`config.mk`:
```
export PLATFORM = sky130hd
export DESIGN_NAME = nib_bcd_core
export DESIGN_NICKNAME = d
export VERILOG_FILES = /design/src/rtl/nbc_pkg.sv /design/src/rtl/nbc_decode.sv /design/src/rtl/nbc_alu.sv /design/src/rtl/nbc_seq.sv /design/src/rtl/nib_bcd_core.sv
export SDC_FILE = /design/constraint.sdc
export NUM_CORES = 1
export LEC_CHECK = 0
export ABC_AREA = 1
export BUFFER_PORTS_ARGS = -buffer_cell sky130_fd_sc_hd__buf_2
export CAP_MARGIN = 20
export CELL_PAD_IN_SITES_DETAIL_PLACEMENT = 0
export CELL_PAD_IN_SITES_GLOBAL_PLACEMENT = 1
export CORE_ASPECT_RATIO = 0.9
export CORE_UTILIZATION = 42
export CTS_CLUSTER_DIAMETER = 40
export DETAILED_ROUTE_END_ITERATION = 10
export GPL_TIMING_DRIVEN = 0
export PLACE_DENSITY_LB_ADDON = 0.1
export SYNTH_ARGS = -nofsm -noshare
export SYNTH_HDL_FRONTEND = slang
export SYNTH_SLANG_ARGS = --single-unit
export TNS_END_PERCENT = 30
```
`constraint.sdc`:
```
create_clock -name clk -period 3.82 [get_ports clk]
set_clock_uncertainty 0.2 [all_clocks]
set_input_delay 0.573 -clock clk [delete_from_list [all_inputs] [get_ports clk]]
set_output_delay 0.573 -clock clk [all_outputs]
set_load 0.005 [all_outputs]
```
`src/rtl/nbc_pkg.sv`:
```
package nbc_pkg;

    localparam int INSN_W  = 12;
    localparam int OPC_W   = 4;
    localparam int DIG_W   = 4;
    localparam int FIELD_W = INSN_W - OPC_W;
    localparam int PADDR_W = FIELD_W;
    localparam int DADDR_W = FIELD_W;

    typedef enum logic [OPC_W-1:0] {
        OP_ALUB = 4'd0,
        OP_ALUI = 4'd1,
        OP_LDA  = 4'd2,
        OP_LDB  = 4'd3,
        OP_STA  = 4'd4,
        OP_JMP  = 4'd5,
        OP_JC   = 4'd6,
        OP_JNC  = 4'd7,
        OP_JZ   = 4'd8,
        OP_JNZ  = 4'd9,
        OP_CALL = 4'd10,
        OP_RET  = 4'd11,
        OP_HALT = 4'd12,
        OP_R13  = 4'd13,
        OP_R14  = 4'd14,
        OP_R15  = 4'd15
    } opc_e;

    typedef enum logic [3:0] {
        F_ADD  = 4'd0,
        F_ADC  = 4'd1,
        F_SUB  = 4'd2,
        F_SBC  = 4'd3,
        F_DAA  = 4'd4,
        F_DAS  = 4'd5,
        F_AND  = 4'd6,
        F_OR   = 4'd7,
        F_XOR  = 4'd8,
        F_SHL  = 4'd9,
        F_SHR  = 4'd10,
        F_INC  = 4'd11,
        F_DEC  = 4'd12,
        F_MOV  = 4'd13,
        F_NP14 = 4'd14,
        F_NP15 = 4'd15
    } func_e;

    typedef enum logic [2:0] {
        BR_NONE,
        BR_ALWAYS,
        BR_C,
        BR_NC,
        BR_Z,
        BR_NZ,
        BR_CALL,
        BR_RET
    } br_e;

    typedef enum logic [1:0] {
        ST_PRIME,
        ST_EXEC,
        ST_HALT
    } state_e;

    typedef struct packed {
        logic               alu_en;
        logic               use_imm;
        func_e              func;
        logic [DIG_W-1:0]   imm;
        logic               ld_a;
        logic               ld_b;
        logic               st_a;
        br_e                br;
        logic               halt;
        logic [FIELD_W-1:0] field;
    } ctl_t;

endpackage

```
`src/rtl/nbc_decode.sv`:
```
module nbc_decode
    import nbc_pkg::*;
(
    input  logic [INSN_W-1:0] insn,
    output ctl_t              ctl
);

    always_comb begin
        ctl         = '0;
        ctl.field   = insn[FIELD_W-1:0];
        ctl.imm     = insn[DIG_W-1:0];
        ctl.func    = func_e'(insn[FIELD_W-1:FIELD_W-4]);
        ctl.br      = BR_NONE;
        unique case (opc_e'(insn[INSN_W-1:FIELD_W]))
            OP_ALUB: ctl.alu_en = 1'b1;
            OP_ALUI: begin
                ctl.alu_en  = 1'b1;
                ctl.use_imm = 1'b1;
            end
            OP_LDA:  ctl.ld_a = 1'b1;
            OP_LDB:  ctl.ld_b = 1'b1;
            OP_STA:  ctl.st_a = 1'b1;
            OP_JMP:  ctl.br   = BR_ALWAYS;
            OP_JC:   ctl.br   = BR_C;
            OP_JNC:  ctl.br   = BR_NC;
            OP_JZ:   ctl.br   = BR_Z;
            OP_JNZ:  ctl.br   = BR_NZ;
            OP_CALL: ctl.br   = BR_CALL;
            OP_RET:  ctl.br   = BR_RET;
            OP_HALT: ctl.halt = 1'b1;
            default: ;
        endcase
    end

endmodule

```
`src/rtl/nbc_alu.sv`:
```
module nbc_alu
    import nbc_pkg::*;
(
    input  func_e            func,
    input  logic [DIG_W-1:0] a,
    input  logic [DIG_W-1:0] b,
    input  logic             cin,
    output logic [DIG_W-1:0] res,
    output logic             cout,
    output logic             active
);

    localparam logic [DIG_W-1:0] DEC_MAX = DIG_W'(9);
    localparam logic [DIG_W-1:0] DEC_FIX = DIG_W'(6);

    logic [DIG_W:0] s;
    logic           adj;

    assign adj = cin || (a > DEC_MAX);

    always_comb begin
        res    = a;
        cout   = cin;
        active = 1'b1;
        s      = '0;
        unique case (func)
            F_ADD: begin
                s = {1'b0, a} + {1'b0, b};
                res = s[DIG_W-1:0]; cout = s[DIG_W];
            end
            F_ADC: begin
                s = {1'b0, a} + {1'b0, b} + (DIG_W+1)'(cin);
                res = s[DIG_W-1:0]; cout = s[DIG_W];
            end
            F_SUB: begin
                s = {1'b0, a} - {1'b0, b};
                res = s[DIG_W-1:0]; cout = s[DIG_W];
            end
            F_SBC: begin
                s = {1'b0, a} - {1'b0, b} - (DIG_W+1)'(cin);
                res = s[DIG_W-1:0]; cout = s[DIG_W];
            end
            F_DAA: if (adj) begin
                res = a + DEC_FIX; cout = 1'b1;
            end
            F_DAS: if (adj) begin
                res = a - DEC_FIX; cout = 1'b1;
            end
            F_AND: begin res = a & b; cout = 1'b0; end
            F_OR:  begin res = a | b; cout = 1'b0; end
            F_XOR: begin res = a ^ b; cout = 1'b0; end
            F_SHL: begin res = {a[DIG_W-2:0], 1'b0}; cout = a[DIG_W-1]; end
            F_SHR: begin res = {1'b0, a[DIG_W-1:1]}; cout = a[0]; end
            F_INC: begin
                s = {1'b0, a} + (DIG_W+1)'(1);
                res = s[DIG_W-1:0]; cout = s[DIG_W];
            end
            F_DEC: begin
                s = {1'b0, a} - (DIG_W+1)'(1);
                res = s[DIG_W-1:0]; cout = s[DIG_W];
            end
            F_MOV: res = b;
            default: active = 1'b0;
        endcase
    end

    always_comb begin
        if (func == F_INC)
            assert_inc_wrap_R4: assert (cout == (a == '1));
        if (func == F_DEC)
            assert_dec_borrow_R4: assert (cout == (a == '0));
        if (func == F_DAA && !cin && a <= DEC_MAX)
            assert_daa_keep_R5: assert (res == a && !cout);
        if (func == F_AND || func == F_OR || func == F_XOR)
            assert_logic_clear_R6: assert (!cout);
    end

endmodule

```
`src/rtl/nbc_seq.sv`:
```
module nbc_seq
    import nbc_pkg::*;
(
    input  logic               clk,
    input  logic               rst_n,
    input  logic               halt_req,
    input  br_e                br,
    input  logic [PADDR_W-1:0] target,
    input  logic               c_flag,
    input  logic               z_flag,
    output logic [PADDR_W-1:0] pmem_addr,
    output logic               exec,
    output logic               halted
);

    state_e             state_q, state_n;
    logic [PADDR_W-1:0] pc_q, pc_n, ret_q, ret_n, pc_inc;

    assign pc_inc = pc_q + PADDR_W'(1);

    always_ff @(posedge clk or negedge rst_n) begin
        if (!rst_n) begin
            state_q <= ST_PRIME;
            pc_q    <= '0;
            ret_q   <= '0;
        end else begin
            state_q <= state_n;
            pc_q    <= pc_n;
            ret_q   <= ret_n;
        end
    end

    always_comb begin
        state_n = state_q;
        pc_n    = pc_q;
        ret_n   = ret_q;
        unique case (state_q)
            ST_PRIME: state_n = ST_EXEC;
            ST_EXEC: begin
                pc_n = pc_inc;
                if (halt_req) begin
                    state_n = ST_HALT;
                    pc_n    = pc_q;
                end else begin
                    unique case (br)
                        BR_ALWAYS: pc_n = target;
                        BR_C:      if (c_flag)  pc_n = target;
                        BR_NC:     if (!c_flag) pc_n = target;
                        BR_Z:      if (z_flag)  pc_n = target;
                        BR_NZ:     if (!z_flag) pc_n = target;
                        BR_CALL: begin
                            pc_n  = target;
                            ret_n = pc_inc;
                        end
                        BR_RET:    pc_n = ret_q;
                        default: ;
                    endcase
                end
            end
            ST_HALT: ;
            default: state_n = ST_PRIME;
        endcase
    end

    always_comb begin
        pmem_addr = pc_n;
        exec      = (state_q == ST_EXEC);
        halted    = (state_q == ST_HALT);
    end

    assert_seq_fetch_R2: assert property (@(posedge clk) disable iff (!rst_n)
        (exec && !halt_req && br == BR_NONE) |=> (pc_q == $past(pc_q) + PADDR_W'(1)));

    assert_call_link_R10: assert property (@(posedge clk) disable iff (!rst_n)
        (exec && !halt_req && br == BR_CALL) |=> (ret_q == $past(pc_q) + PADDR_W'(1)));

    assert_ret_target_R10: assert property (@(posedge clk) disable iff (!rst_n)
        (exec && !halt_req && br == BR_RET) |=> (pc_q == $past(ret_q)));

    assert_halt_hold_R11: assert property (@(posedge clk) disable iff (!rst_n)
        halted |=> (halted && $stable(pmem_addr)));

endmodule

```
`src/rtl/nib_bcd_core.sv`:
```
module nib_bcd_core
    import nbc_pkg::*;
(
    input  logic               clk,
    input  logic               rst_n,
    output logic [PADDR_W-1:0] pmem_addr,
    input  logic [INSN_W-1:0]  pmem_rdata,
    output logic [DADDR_W-1:0] dmem_addr,
    input  logic [DIG_W-1:0]   dmem_rdata,
    output logic               dmem_we,
    output logic [DIG_W-1:0]   dmem_wdata,
    output logic               halted
);

    ctl_t             ctl;
    logic             exec;
    logic [DIG_W-1:0] a_q, b_q, alu_b, alu_res;
    logic             c_q, z_q, alu_c, alu_act;

    nbc_decode u_dec (
        .insn (pmem_rdata),
        .ctl  (ctl)
    );

    assign alu_b = ctl.use_imm ? ctl.imm : b_q;

    nbc_alu u_alu (
        .func   (ctl.func),
        .a      (a_q),
        .b      (alu_b),
        .cin    (c_q),
        .res    (alu_res),
        .cout   (alu_c),
        .active (alu_act)
    );

    nbc_seq u_seq (
        .clk       (clk),
        .rst_n     (rst_n),
        .halt_req  (ctl.halt),
        .br        (ctl.br),
        .target    (ctl.field),
        .c_flag    (c_q),
        .z_flag    (z_q),
        .pmem_addr (pmem_addr),
        .exec      (exec),
        .halted    (halted)
    );

    always_ff @(posedge clk or negedge rst_n) begin
        if (!rst_n) begin
            a_q <= '0;
            b_q <= '0;
            c_q <= 1'b0;
            z_q <= 1'b0;
        end else if (exec) begin
            if (ctl.ld_a) a_q <= dmem_rdata;
            if (ctl.ld_b) b_q <= dmem_rdata;
            if (ctl.alu_en && alu_act) begin
                a_q <= alu_res;
                c_q <= alu_c;
                z_q <= (alu_res == '0);
            end
        end
    end

    assign dmem_addr  = ctl.field;
    assign dmem_we    = exec && ctl.st_a;
    assign dmem_wdata = a_q;

    assert_zero_flag_R7: assert property (@(posedge clk) disable iff (!rst_n)
        (exec && ctl.alu_en && alu_act) |=> (z_q == (a_q == '0)));

    assert_flags_hold_R7: assert property (@(posedge clk) disable iff (!rst_n)
        (exec && !ctl.alu_en) |=> ($stable(c_q) && $stable(z_q)));

    assert_load_data_R8: assert property (@(posedge clk) disable iff (!rst_n)
        (exec && ctl.ld_a) |=> (a_q == $past(dmem_rdata)));

    assert_no_write_halted_R8: assert property (@(posedge clk) disable iff (!rst_n)
        dmem_we |-> !halted);

endmodule

```
==> results.txt, run 1 <==
Status -> completed
Post-DRT Antenna Nets -> 0
Overall routing resource usage -> 25.3%
Final wirelength -> 9.55 mm
Ys async rst share -> 100%
Netlist Area Pre-Place -> 0.00321 sq mm
Setup TNS -> 0 ns
Worst setup path class -> input pin to flop
Final worst path period need -> 3.37 ns
# Post-CTS Setup Buffers -> 0
Root Driver -> clkbuf_8
Synthesized instance count -> 510
Initial cell density of the core -> 44.5%
Most common cell in the netlist -> nand2_1
DR iter-0 viols -> 226
I/O pin count -> 40
Average wire per standard cell -> 14.8 microns
Max-Cap Viols -> 0
Initial antenna violation count -> 0
RSZ-0062 raised after global routing -> no
Setup WS pre-CTS -> 0.176 ns
CTS tree -> done
Reg clk slew, reported paths -> 0.10 ns
DR vias/cell -> 5.15
Max Fclk -> 297 MHz
Synth area leaders -> dfrtp_1, nand2_1, inv_1, ha_1, nand3_1
Post-synth top flop -> dfrtp_1
Top cells by count, synth -> nand2_1, inv_1, nand3_1
DRC -> 0
Fill count -> 778
Die area -> 0.00801 sq mm
IO buf count -> 39
Yosys top cell area share -> 21.8%
DIE HEIGHT -> 85.0 microns
Final Max Slew Viols -> 0
Number of flops mapped to enable cells by yosys -> 0
Placement Cell Area -> 0.00353 sq mm
FF+latch area -> 701 sq um
Area of the multi-input gates -> 0.00209 sq mm
Syn_area_per_cell -> 6.30 sq um
Startpoint Class -> input pin
First drt pass iteration count -> 5
CP Max Fanout -> 7
Largest net degree at the start of global routing -> 29
Reg2reg path depth -> 14
Final setup viols -> 0
Final Util -> 49.4%
Worst Hold Class -> input pin to asynchronous set/reset pin
Maximum vdd drop -> 0.334 mV
TritonCTS Buffers -> 3
Worst skew pair latency -> 0.28 ns
Tightest Pin Transition -> 0.706 ns
Yosys top cell by area -> dfrtp_1
R2r setup slk -> 0.51 ns
Syn_nets -> 553
Clock tree sinks -> 28
Placeable Area -> 0.00722 sq mm
# hold bufs at CTS -> 0
Area grow syn2layout -> 11.0%
Period Utilization, post-route -> 88.2%
Ys Warns -> 0
Cell variety after synth -> 39
Share of cells above drive strength 1 -> 17.8%
Final std cell area, no fill -> 0.00357 sq mm
RD Place Congestion -> 0.948
WP data required -> 3.81 ns
R2r endpoint -> dmem_wdata[2]
Die extent in x -> 94.2 microns
GR Overflow Total -> 0
Row Count -> 29
PwrDens -> 692 mW/mm^2
# diodes -> 0
H-tree depth -> 1
Critical Path Sink Type -> flop
Reg-to-reg critical path startpoint -> dmem_wdata[0]
Vias -> 3320
Static leakage -> 1.94 nW
Slew HR -> 52.8%
Flops & latches, synth -> 28
CTS max path bufs -> 2
Nets -> 597
Sequential share of the synthesized area -> 21.8%
Final WS setup -> 0.451 ns
# resized after CTS -> 0
Final Hold Vio Count -> 0
First-pass GRT wire length -> 15.8 mm
Dpl hpwl -> 7.74 mm
CP Data Arrival Time -> 3.35 ns
Number of global-route vias before repair -> 3010
==> cell usage in the layout, fill, tap and decap left out, types with 4 or more instances in the layout <==
master	count
a21oi_1	20
a22oi_1	4
a31oi_1	4
buf_2	42
buf_4	9
dfrtp_1	28
ha_1	23
inv_1	79
inv_2	6
nand2_1	137
nand2_2	5
nand3_1	51
nand4_1	7
nor2_1	46
nor2_2	12
nor2_4	4
nor3_1	5
o21ai_0	21
o21ai_1	8
or2_2	4
xor2_1	5
==> registers in the layout (all words and copies together) (netlist names) <==
name           count
u_seq.pc_q         8
u_seq.ret_q        8
b_q                4
dmem_wdata         4
u_seq.state_q      2
c_q                1
z_q                1
==> layout make-up <==
| type | count | area share [%] |
|---|---|---|
| flip-flops and latches | 28 | 19.6 |
| well taps | 93 | 3.26 |
| clock buffers | 3 | 1.16 |
| inverters | 86 | 9.05 |
| repair buffers | 39 | 5.47 |
| plain buffers | 15 | 2.84 |
| multi-input cells | 381 | 58.6 |
==> power by group <==
part	switching (mW)	total (mW)	internal, mW
Clock	0.0999	0.171	0.0712
Combinational	1.09	1.71	0.623
Sequential	0.149	0.585	0.436
Total	1.34	2.47	1.13
==> layer usage <==
metal  global-route usage (%)  part of all wire (%)  vias to the layer above  wire length (microns)
met1                     41.1                    53                     1529                   5030
met3                     2.78                   4.6                        4                    435
met2                     36.4                    42                       81                   4050
met4                     2.52                  0.35                        0                     33
li1                         -                     -                     1706                      -
met5                        0                     0                        -                      0
==> worst max-delay path, stage by stage <==
cell and delay [ns]:
buf_2 0.15, nor2_4 0.25, nand2_2 0.14, nand2_1 0.08
nand2_1 0.09, inv_1 0.11, ha_1 0.17, inv_1 0.07
fa_1 0.51, inv_1 0.06, ha_1 0.21, inv_1 0.05
nor2_1 0.04, o21ai_0 0.28, nand2_1 0.15, nor2_2 0.14
nand3_2 0.09, o21ai_1 0.13, nand2_1 0.06
==> logic make-up (layout without fill, tap and decap cells) <==
family,Yosys count,after routing,synth area share (%)
simple gates,279,279,39.3
buf+inv,101,143,13.2
compound gates,68,68,12.9
flops,28,28,21.8
fa+ha+maj,25,25,10.2
xor+xnor,7,7,1.91
mux,2,2,0.701
==> worst max path at each step <==
stage,end,slack [ns],from
3_5_place_dp,dmem_wdata[2],0.18,pmem_rdata[11]
5_1_grt,dmem_wdata[2],0.23,pmem_rdata[11]
4_1_cts,dmem_wdata[2],0.48,pmem_rdata[11]
2_1_floorplan,dmem_wdata[1],0.76,pmem_rdata[11]
3_3_place_gp,dmem_wdata[2],0.19,pmem_rdata[11]
6_report,dmem_wdata[2],0.45,pmem_rdata[11]
==> metrics by stage <==
stage	instances	hold WS (ns)	power, mW
floorplan	510	0.0774	1.78
global placement	642	0.259	2.26
detailed placement	642	0.263	2.29
CTS	645	0.147	2.47
global route	645	0.171	2.77
finish	645	0.118	2.47
No activity file was read; power rests on OpenSTA's default activity.
==> run 2, diff against run 1 <==
==> constraint.sdc (replaced) <==
create_clock -name clk -period 3.82 [get_ports clk]
set_clock_uncertainty 0.2 [all_clocks]
set_input_delay 0.191 -clock clk [delete_from_list [all_inputs] [get_ports clk]]
set_output_delay 0.191 -clock clk [all_outputs]
set_load 0.005 [all_outputs]
==> results.txt, run 2 (same netlist as run 1, synthesis figures left out) <==
Status -> completed
Row Count -> 29
Max Fclk -> 299 MHz
Worst path max stage delay -> 0.47 ns
Dpl hpwl -> 7.74 mm
Commonest cells after routing, fill and taps aside -> nand2_1, inv_1, nand3_1
DIE HEIGHT -> 85.0 microns
Final wirelength -> 9.57 mm
Tightest Pin Transition -> 0.713 ns
First-pass GRT wire length -> 15.8 mm
RSZ-0062 raised after global routing -> no
Top cell by count, worst path -> inv_1
Setup TNS -> 0 ns
TritonCTS Buffers -> 3
Maximum vdd drop -> 0.336 mV
Post-Layout Cell Count -> 649
Average wire per standard cell -> 14.7 microns
Share of cells above drive strength 1 -> 17.6%
CTS max path bufs -> 2
Final std cell area, no fill -> 0.00361 sq mm
DRC -> 0
Placeable Area -> 0.00722 sq mm
CP Buf/Inv Count -> 4
Nets -> 601
CP Data Arrival Time -> 3.34 ns
GR Overflow Total -> 0
Placement Cell Area -> 0.00353 sq mm
CP max stage cell -> dfrtp_1
Final Hold Vio Count -> 0
Reg2reg path depth -> 14
Worst path top cell family by delay -> adder cells
Root Driver -> clkbuf_8
CP startpoint -> dmem_wdata[0]
Area grow syn2layout -> 12.2%
Initial antenna violation count -> 0
RD Place Congestion -> 0.948
Startpoint Class -> flop
Worst Hold Class -> input pin to flop
CP Max Fanout -> 8
R2r endpoint -> dmem_wdata[2]
Largest net degree at the start of global routing -> 29
Worst path cell trace -> clkbuf_1, inv_1, ha_1, inv_1, fa_1, inv_1, ha_1, nor2_1, o21ai_0, nand2_1, nor2_2, nand3_2, o21ai_1, nand2_1
Final Max Slew Viols -> 0
Period Utilization, post-route -> 87.7%
DP Cell Count -> 642
Reg clk slew, reported paths -> 0.10 ns
Die extent in x -> 94.2 microns
Overall routing resource usage -> 25.4%
Clock tree sinks -> 28
WP depth -> 14
Commonest non-fill, non-tap cell in the layout -> nand2_1
H-tree depth -> 1
Vias -> 3327
Final worst path period need -> 3.35 ns
WP data required -> 3.81 ns
Static leakage -> 1.96 nW
Max-Cap Viols -> 0
Final setup viols -> 0
Initial cell density of the core -> 44.5%
Slew HR -> 52.3%
I/O pin count -> 40
Number of global-route vias before repair -> 3035
Critical Path Sink Type -> flop
CTS tree -> done
First drt pass iteration count -> 5
R2r setup slk -> 0.47 ns
Post-DRT Antenna Nets -> 0
# diodes -> 0
Reg-to-reg critical path startpoint -> dmem_wdata[0]
PwrDens -> 685 mW/mm^2
Worst skew pair latency -> 0.28 ns
Die area -> 0.00801 sq mm
Biggest regs -> u_seq.pc_q: 8 flops, u_seq.ret_q: 8 flops
Worst setup path class -> flop to flop
Critical Path Sink -> dmem_wdata[2]
DR vias/cell -> 5.13
DR iter-0 viols -> 229
IO buf count -> 39
## run 2: cell count changes in the layout (fill, tap and decap cells not counted), sizes merged
cell / before / now
dlygate4sd3: 0 / 4
## run 2: metal layers
| layer | vias up | global-route usage, % | share of wire (%) |
|---|---|---|---|
| met5 | - | 0 | 0 |
| met4 | 0 | 2.52 | 0.34 |
| met3 | 4 | 2.78 | 4.6 |
| met2 | 75 | 36.7 | 42 |
| met1 | 1533 | 41.1 | 53 |
| li1 | 1715 | - | - |
## run 2: worst min path at each step
stage                          to  cells after the start           from  slack, ns
finish              dmem_wdata[1]                      3  dmem_rdata[1]    0.00007
global route        dmem_wdata[1]                      3  dmem_rdata[1]       0.01
CTS                 dmem_wdata[1]                      3  dmem_rdata[1]      0.007
detailed placement            c_q                      1          rst_n       0.07
global placement              c_q                      1          rst_n       0.07
floorplan                  b_q[0]                      0          rst_n      -0.30
## run 2: cell type report
type	instances	area (sq um)
Buffer	15	101
Clock buffer	3	41.3
Fill cell	776	3610
Inverter	86	323
Multi-Input combinational cell	381	2090
Sequential cell	28	701
Tap cell	93	116
Timing Repair Buffer	43	235
## run 2: where the power goes
group          total (mW)  switching, mW  internal, mW
registers           0.585          0.149         0.437
logic                1.72           1.09         0.625
clock network       0.169         0.0981        0.0712
## run 2: metrics by stage
stage                     hold slack [ns]  utilization (%)  power, mW  setup WS (ns)
after floorplan                    -0.305                -       1.78           1.14
after global placement             0.0722             48.8       2.26          0.516
after detailed placement           0.0738             48.8       2.29          0.558
after CTS                         0.00697             50.0       2.47          0.543
after global routing               0.0124             50.0       2.77          0.310
final                           0.0000722             50.0       2.47          0.470
## run 2: worst register-to-register path, cell delays in order (launching register included)
cell and delay, ns:
dfrtp_1 0.47, clkbuf_1 0.38, inv_1 0.21, ha_1 0.26, inv_1 0.09, fa_1 0.44, inv_1 0.09, ha_1 0.17
nor2_1 0.05, o21ai_0 0.32, nand2_1 0.15, nor2_2 0.14, nand3_2 0.09, o21ai_1 0.13, nand2_1 0.06
## run 2: timing repair
action	CTS	global route
gates resized for setup	0	0
setup buffers	0	0
endpoints found under the setup margin	0	0
hold buffers	4	0
endpoints found under the hold margin	31	0
==> run 3, diff against run 2 <==
- CELL_PAD_IN_SITES_GLOBAL_PLACEMENT: 1 -> 2
- CORE_UTILIZATION: 42 -> 32
==> results.txt, run 3 (same netlist as run 1, synthesis figures left out) <==
Status -> completed
Final Max Slew Viols -> 0
Largest net degree at the start of global routing -> 29
Power Total -> 2.55 mW
# Post-CTS Setup Buffers -> 0
Period Utilization, post-route -> 87.2%
Final worst path period need -> 3.33 ns
Biggest regs -> u_seq.pc_q: 8 flops, u_seq.ret_q: 8 flops
Hold Worst Slack -> 0.00496 ns
Final std cell area, no fill -> 0.00366 sq mm
Number of global-route vias before repair -> 3277
Max Fclk -> 300 MHz
WP data required -> 3.79 ns
Hold EP -> b_q[1]
RD Place Congestion -> 0.830
Reg clk slew, reported paths -> 0.10 ns
GR Overflow Total -> 0
Post-Layout Cell Count -> 681
Commonest cells after routing, fill and taps aside -> nand2_1, inv_1, nand3_1
Maximum vdd drop -> 0.257 mV
Slew HR -> 54.6%
Root Driver -> clkbuf_8
H-tree depth -> 1
Setup TNS -> 0 ns
Critical Path Sink Type -> flop
Max-Cap Viols -> 0
Final Hold Vio Count -> 0
Tightest Pin Transition -> 0.678 ns
IO buf count -> 39
Final Util -> 37.7%
DP Cell Count -> 675
Dpl hpwl -> 8.27 mm
Clock tree sinks -> 28
CP Data Arrival Time -> 3.30 ns
R2r setup slk -> 0.49 ns
Initial antenna violation count -> 0
TritonCTS Buffers -> 3
Hold Crit Depth -> 3
Die area -> 0.0105 sq mm
Row Count -> 34
Worst Hold Class -> input pin to flop
R2r endpoint -> dmem_wdata[2]
Placement Cell Area -> 0.00357 sq mm
Worst skew pair latency -> 0.27 ns
DRC -> 0
Average wire per standard cell -> 15.1 microns
Worst setup path class -> flop to flop
Final setup viols -> 0
Startpoint Class -> flop
Setup WS pre-CTS -> 0.471 ns
Overall routing resource usage -> 20.7%
First drt pass iteration count -> 4
DR vias/cell -> 4.88
Reg2reg path depth -> 14
# diodes -> 0
Initial cell density of the core -> 33.1%
RSZ-0062 raised after global routing -> no
I/O pin count -> 40
Vias -> 3322
DR iter-0 viols -> 160
CP Max Fanout -> 8
CTS tree -> done
Nets -> 599
DIE HEIGHT -> 97.1 microns
CTS max path bufs -> 2
Worst hold start -> dmem_rdata[1]
Post-DRT Antenna Nets -> 0
Final wirelength -> 10.3 mm
First-pass GRT wire length -> 16.9 mm
Final WS setup -> 0.489 ns
Placeable Area -> 0.00970 sq mm
Reg-to-reg critical path startpoint -> dmem_wdata[0]
Share of cells above drive strength 1 -> 17.8%
Static leakage -> 1.96 nW
PwrDens -> 697 mW/mm^2
Area grow syn2layout -> 13.8%
Die extent in x -> 108 microns
Commonest non-fill, non-tap cell in the layout -> nand2_1
## run 3: cell count changes in the layout (fill, tap and decap cells not counted)
cell / before / now
bufinv_16: 0 / 1
dlygate4sd3_1: 4 / 2
## run 3: worst max-delay path by stage
stage,from,endpoint,slack [ns],cells after the start
CTS,dmem_wdata[0],dmem_wdata[2],0.45,14
floorplan,dmem_wdata[0],c_q,1.14,15
global placement,pmem_rdata[11],dmem_wdata[2],0.47,19
finish,dmem_wdata[0],dmem_wdata[2],0.49,14
detailed placement,pmem_rdata[11],dmem_wdata[2],0.47,19
global route,dmem_wdata[0],z_q,0.30,15
## run 3: report_power, final
group / internal (mW) / switching, mW
registers: 0.436 / 0.153
logic: 0.620 / 1.10
clock network: 0.140 / 0.0981
## run 3: what timing repair did
| action | 4_1_cts | 5_1_grt |
|---|---|---|
| endpoints found under the setup margin | 0 | 0 |
| hold buffers | 2 | 0 |
| resized for setup | 0 | 0 |
| hold endpoints to repair | 29 | 0 |
## run 3: per-layer routing
layer  wire length, microns  vias up  global-route usage (%)
li1                       -     1713                       -
met1                   4980     1541                    27.7
met2                   4870       62                    36.6
met3                    376        6                    1.61
met4                     80        0                    3.37
met5                      0        -                       0
## run 3: area by class of cell
| cell class | instances | area (sq um) |
|---|---|---|
| Multi-Input combinational cell | 381 | 2090 |
| Clock inverter | 1 | 30.0 |
| Timing Repair Buffer | 41 | 215 |
| Inverter | 86 | 323 |
| Buffer | 15 | 101 |
| Fill cell | 1093 | 6040 |
| Clock buffer | 3 | 41.3 |
| Tap cell | 126 | 158 |
| Sequential cell | 28 | 701 |
## run 3: worst max-delay path: stages (launching register included)
cell and delay [ns]:
dfrtp_1 0.48, clkbuf_1 0.38, inv_1 0.24, ha_1 0.25, inv_1 0.09, fa_1 0.44, inv_1 0.09, ha_1 0.16
nor2_1 0.04, o21ai_0 0.29, nand2_1 0.13, nor2_2 0.14, nand3_2 0.09, o21ai_1 0.13, nand2_1 0.06
